$ cat config.mk
export PLATFORM = sky130hd
export DESIGN_NAME = cmp_pwm_quad
export DESIGN_NICKNAME = d
export VERILOG_FILES = /design/src/rtl/cmp_pwm_pkg.sv /design/src/rtl/cmp_shadow.sv /design/src/rtl/cmp_chan_core.sv /design/src/rtl/cmp_pwm_quad.sv
export SDC_FILE = /design/constraint.sdc
export NUM_CORES = 1
export LEC_CHECK = 0
export BUFFER_PORTS_ARGS = -buffer_cell sky130_fd_sc_hd__clkbuf_2
export CAP_MARGIN = 20
export CORE_MARGIN = 4
export CORE_UTILIZATION = 41
export DETAILED_ROUTE_END_ITERATION = 10
export GPL_ROUTABILITY_DRIVEN = 0
export PLACE_DENSITY = 0.63
export SYNTH_ARGS = -nofsm -noshare
export SYNTH_HDL_FRONTEND = slang
export SYNTH_HIERARCHICAL = 1
export SYNTH_SLANG_ARGS = --single-unit
$ cat constraint.sdc
create_clock -name clk -period 1.95 [get_ports clk]
set_input_delay 0.195 -clock clk [delete_from_list [all_inputs] [get_ports clk]]
set_output_delay 0.195 -clock clk [all_outputs]
set_load 0.02 [all_outputs]
$ cat src/rtl/cmp_pwm_pkg.sv
package cmp_pwm_pkg;

    // PWM form selected by sym_mode
    typedef enum logic {
        FORM_EDGE   = 1'b0,
        FORM_CENTER = 1'b1
    } pwm_form_e;

    // Registered per-channel state
    typedef struct packed {
        logic flag;
        logic level;
    } chan_state_t;

endpackage

$ cat src/rtl/cmp_shadow.sv
module cmp_shadow #(
    parameter int W = 16
) (
    input  logic         clk,
    input  logic         rst_n,
    input  logic         wr_hit,
    input  logic [W-1:0] wr_val,
    input  logic         reload,
    output logic [W-1:0] act_o
);

    typedef struct packed {
        logic [W-1:0] sh;
        logic [W-1:0] act;
    } shadow_t;

    shadow_t st_d, st_q;

    always_comb begin
        st_d = st_q;
        // the working copy takes the value the shadow held before this edge
        if (reload) st_d.act = st_q.sh;
        if (wr_hit) st_d.sh  = wr_val;
    end

    always_ff @(posedge clk or negedge rst_n) begin
        if (!rst_n) st_q <= '0;
        else        st_q <= st_d;
    end

    assign act_o = st_q.act;

    a_r8_hold_between_reloads: assert property (@(posedge clk) disable iff (!rst_n)
        !reload |=> $stable(st_q.act));

    a_r8_load_from_shadow: assert property (@(posedge clk) disable iff (!rst_n)
        reload |=> (st_q.act == $past(st_q.sh)));

endmodule

$ cat src/rtl/cmp_chan_core.sv
module cmp_chan_core
    import cmp_pwm_pkg::*;
#(
    parameter int W = 16
) (
    input  logic         clk,
    input  logic         rst_n,
    input  logic         en,
    input  pwm_form_e    form,
    input  logic         down,
    input  logic [W-1:0] tmr,
    input  logic [W-1:0] cmp_val,
    input  logic         clr,
    input  logic         pol,
    input  logic         ie,
    output logic         pwm,
    output logic         flag,
    output logic         irq
);

    chan_state_t st_d, st_q;
    logic        match;
    logic        at_zero;

    always_comb begin
        match   = en && (tmr == cmp_val);
        at_zero = (tmr == '0);
        st_d    = st_q;

        // set has priority over clear
        st_d.flag = (st_q.flag & ~clr) | match;

        if (!en) begin
            st_d.level = 1'b0;
        end else if (form == FORM_CENTER) begin
            if (match) st_d.level = !down;
        end else begin
            if (match)        st_d.level = 1'b0;
            else if (at_zero) st_d.level = 1'b1;
        end
    end

    always_ff @(posedge clk or negedge rst_n) begin
        if (!rst_n) st_q <= '0;
        else        st_q <= st_d;
    end

    assign pwm  = (en & st_q.level) ^ pol;
    assign flag = st_q.flag;
    assign irq  = st_q.flag & ie;

    a_r3_flag_on_match: assert property (@(posedge clk) disable iff (!rst_n)
        match |=> st_q.flag);

    a_r3_flag_has_cause: assert property (@(posedge clk) disable iff (!rst_n)
        $rose(st_q.flag) |-> $past(match));

    a_r2_off_clears_level: assert property (@(posedge clk) disable iff (!rst_n)
        !en |=> !st_q.level);

    a_r6_edge_match_off: assert property (@(posedge clk) disable iff (!rst_n)
        (en && form == FORM_EDGE && tmr == cmp_val) |=> !st_q.level);

    a_r7_center_up_on: assert property (@(posedge clk) disable iff (!rst_n)
        (en && form == FORM_CENTER && !down && tmr == cmp_val) |=> st_q.level);

    a_r7_center_down_off: assert property (@(posedge clk) disable iff (!rst_n)
        (en && form == FORM_CENTER && down && tmr == cmp_val) |=> !st_q.level);

endmodule

$ cat src/rtl/cmp_pwm_quad.sv
module cmp_pwm_quad
    import cmp_pwm_pkg::*;
#(
    parameter int NUM_CH = 4,
    parameter int W      = 16,
    localparam int SELW  = (NUM_CH > 1) ? $clog2(NUM_CH) : 1
) (
    input  logic              clk,
    input  logic              rst_n,
    input  logic [W-1:0]      tmr_val,
    input  logic              tmr_down,
    input  logic              tmr_reload,
    input  logic              sym_mode,
    input  logic [NUM_CH-1:0] ch_en,
    input  logic [NUM_CH-1:0] ch_pol,
    input  logic [NUM_CH-1:0] ch_ie,
    input  logic [NUM_CH-1:0] flag_clr,
    input  logic              wr_en,
    input  logic [SELW-1:0]   wr_sel,
    input  logic [W-1:0]      wr_data,
    output logic [NUM_CH-1:0] pwm_out,
    output logic [NUM_CH-1:0] cmp_flag,
    output logic [NUM_CH-1:0] irq_req
);

    pwm_form_e         form;
    logic [NUM_CH-1:0] wr_hit;

    assign form = sym_mode ? FORM_CENTER : FORM_EDGE;

    for (genvar ch = 0; ch < NUM_CH; ch++) begin : g_ch
        logic [W-1:0] cmp_act;

        assign wr_hit[ch] = wr_en && (wr_sel == SELW'(ch));

        cmp_shadow #(.W(W)) u_shadow (
            .clk    (clk),
            .rst_n  (rst_n),
            .wr_hit (wr_hit[ch]),
            .wr_val (wr_data),
            .reload (tmr_reload),
            .act_o  (cmp_act)
        );

        cmp_chan_core #(.W(W)) u_core (
            .clk     (clk),
            .rst_n   (rst_n),
            .en      (ch_en[ch]),
            .form    (form),
            .down    (tmr_down),
            .tmr     (tmr_val),
            .cmp_val (cmp_act),
            .clr     (flag_clr[ch]),
            .pol     (ch_pol[ch]),
            .ie      (ch_ie[ch]),
            .pwm     (pwm_out[ch]),
            .flag    (cmp_flag[ch]),
            .irq     (irq_req[ch])
        );
    end

    // a single write strobe reaches at most one channel
    a_r1_one_target: assert property (@(posedge clk) disable iff (!rst_n)
        $onehot0(wr_hit) && (wr_en == (wr_hit != '0)));

endmodule

==> impl_results.md <==
- Status: finished clean
- Critical path's top delay family: simple AND/OR/NAND/NOR gates
- Most common cell after layout, fill and taps aside: dfrtp_1
- Max Root-Sink Buffers: 2
- Post-Synth Adder-Cell Area: 0%
- Worst path max stage delay: 500 ps
- Largest family of logic cells by synthesized area: multiplexers
- Number of DRC markers in iteration 0: 254
- Static leakage: 3.371 nW
- Cells on worst reg2reg path: 5
- Reg2reg end: g_ch[0].u_core/st_q[0]
- Worst path cell trace: xnor2_1, nand4_1, nor4_2, o21ai_1, o311a_1
- Synth area leaders: dfrtp_1 49%, mux2_4 17%, xnor2_1 8.6%, mux2_2 7.8%, buf_4 6.9%
- Die H: 138.3 um
- GRT Overall Usage: 16.03%
- Grt ovf: 0
- Critical Path Source: g_ch[0].u_shadow/act_o[2]
- Setup CP Type: reg -> reg
- Sequential element share of the synthesized area: 48.87%
- Post-synth top area share: 48.87%
- H-tree levels: 4
- Hold Startpoint: ch_en[3]
- Hold Path Stages: 2
- Max Freq: 0.5611 GHz
- HP Class: in -> reg
- CTS tree: yes
- Setup TNS: 0 ps
- VDD IR max: 0.0008853 V
- Fin crit period: 1782 ps
- Max-cap violations: 0
- Per-cell routed wire length: 19.67 um
- ANT cells: 0
- Worst clock skew: 7.829 ps
- Max Slew Vio Count: 0
- Synth Flop Type: dfrtp_1
- Final net count: 570
- Hold Path End: g_ch[3].u_core/st_q[0]
- Place WS: 215.6 ps
- Post-synth EDFFs: 0
- Fin crit share: 91.39%
- # rows: 47
- Post-synthesis mux area share: 25.01%
- Commonest cells after routing, fill and taps aside: 136 x dfrtp_1, 80 x mux2_4, 68 x xnor2_1
- IO Port Bufs: 67
- Final setup margin: 167.9 ps
- Setup crit start kind: register
- Post-DP HPWL: 10,320 um
- FF-to-FF Start: g_ch[0].u_shadow/act_o[2]
- Crit path DAT: 2080 ps
- Crit Path Max Fanout: 3
- Post-synthesis cell type count: 20
- Final ANT Viol Nets: 0
- Drt first pass iters: 4
- Largest net degree at the start of global routing: 45
- Worst-skew pair later-pin latency: 410 ps
- DRC: 0
- Fin. Hold Viols: 0
- IO Count: 68
- Async set-reset flop share out of synthesis: 100.0%
- Req. time, crit path: 2240 ps
- WL final: 14,700 um
- Filler cell count: 1,454
- FF+latch count, synth: 136
- Area growth, synth to finish: 9.899%
- Initial core utilization: 41.85%
- Clock sinks: 136
- Power Dens Cells: 1114 nW/um^2
- Global-route wire length before repair: 23,800 um
- CORE AREA: 16,640 um^2
- Count of final setup violators: 0
- Syn Nets: 548
- Via density: 5.078
- Post-synthesis xor/xnor area fraction: 8.552%
- Total of cells resized after clock tree synthesis: 0
- Root Driver: clkbuf_16
- Worst-Margin Slew: 556.8 ps
- Worst-path clk slew: 60 ps
- Slowest-stage cell, CP: nor4_2
- Cts hold-fix bufs: 5
- Initial antenna violation count: 0
- Leading area contributor after synthesis: dfrtp_1
- Max-slew headroom: 62.88%
- Setup slack, reg-to-reg: 170 ps
- Number of global-route vias before repair: 4,191
- Syn Area/Cell: 14.15 um^2
- RSZ-0062 raised after global routing: false
- Crit end category: register
- Die area: 19,140 um^2
- Syn Inst Count: 492
- Simple-Gate Fraction of Synth Area: 5.498%
- Yosys warning count: 6
- Complex-gate fraction of the synthesized area: 1.150%
- Layout cells sized above 1: 45.54%
- Buffers plus inverters on the worst setup path: 0
- Cell Area, Synth: 6964 um^2
- Via count: 3,793
- TritonCTS buffer count: 17
- Die Span X: 138.3 um
- Setup bufs post-CTS: 0
==> worst max path at each step <==
stage | depth (start not counted) | endpoint
floorplan | 6 | g_ch[0].u_core/st_q[0]
global placement | 5 | g_ch[0].u_core/st_q[0]
detailed placement | 6 | g_ch[0].u_core/st_q[0]
CTS | 5 | g_ch[0].u_core/st_q[0]
global route | 5 | g_ch[0].u_core/st_q[0]
finish | 5 | g_ch[0].u_core/st_q[0]
==> worst register-to-register path, cell delays in order, from the launching register on <==
cell and delay (ps):
dfrtp_1 390, xnor2_1 260, nand4_1 250, nor4_2 500, o21ai_1 130, o311a_1 140
==> layout make-up <==
type | instances | area, um^2 | share of cell area, %
clock buffer | 23 | 467.9 | 6.114
clock inverter | 9 | 122.6 | 1.602
inverter | 8 | 30.03 | 0.3923
multi-input combinational | 268 | 2806 | 36.67
sequential | 136 | 3403 | 44.47
tap | 220 | 275.3 | 3.597
timing repair buffer | 83 | 548.0 | 7.160
==> registers in the layout, summed over array words and instances (netlist names) <==
register             count
g_ch.u_shadow/st_q      64
g_ch.u_shadow/act_o     64
g_ch.u_core/st_q         4
g_ch.u_core/flag         4
==> through the flow <==
stage | std cells | total power [mW] | hold WS (ps) | instance area (um^2) | utilization, %
detailed placement | 710 | 5.350 | 219.8 | 7013 | 42.14
floorplan | 492 | 5.328 | -100.6 | 6964 | -
CTS | 747 | 8.606 | 3.992 | 7654 | 45.99
finish | 747 | 8.527 | 24.89 | 7654 | 45.99
global route | 747 | 8.919 | 9.854 | 7654 | 45.99
global placement | 710 | 5.305 | 215.9 | 7013 | 42.14
==> kinds of logic (layout without fill, tap and decap cells) <==
group                     count (synthesis)  count (layout)
muxes                                   128             128
xor gates and xnor gates                 68              68
DFF                                     136             136
buffers and inverters                    88             123
AOI/OAI and AO/OA                        12              12
and+or+nand+nor                          60              60
==> cells in the mapped netlist (4+ instances only) <==
cell type and instances:
o21ai_1 4, buf_12 8, nand4_1 20, mux2_4 80
mux2_2 48, and2_1 4, xnor2_1 68, nor4_1 16
nor2_1 4, nand2_1 8, nor4_2 4, inv_1 8
o21ai_0 4, buf_6 8, buf_4 64, o311a_1 4
dfrtp_1 136
==> where the power goes <==
group	internal, mW	switching [mW]
Clock	2.07	1.14
Combinational	0.986	0.550
Sequential	3.40	0.385
==> layer usage <==
metal / vias to the layer above / GRT usage (%) / part of all wire, %
met3: 37 / 4.800 / 4.7
met4: 0 / 7.592 / 3.3
met1: 1943 / 21.44 / 47
met5: - / 0 / 0
li1: 1699 / - / -
met2: 114 / 23.95 / 45
(Power assumes the default switching activity.)
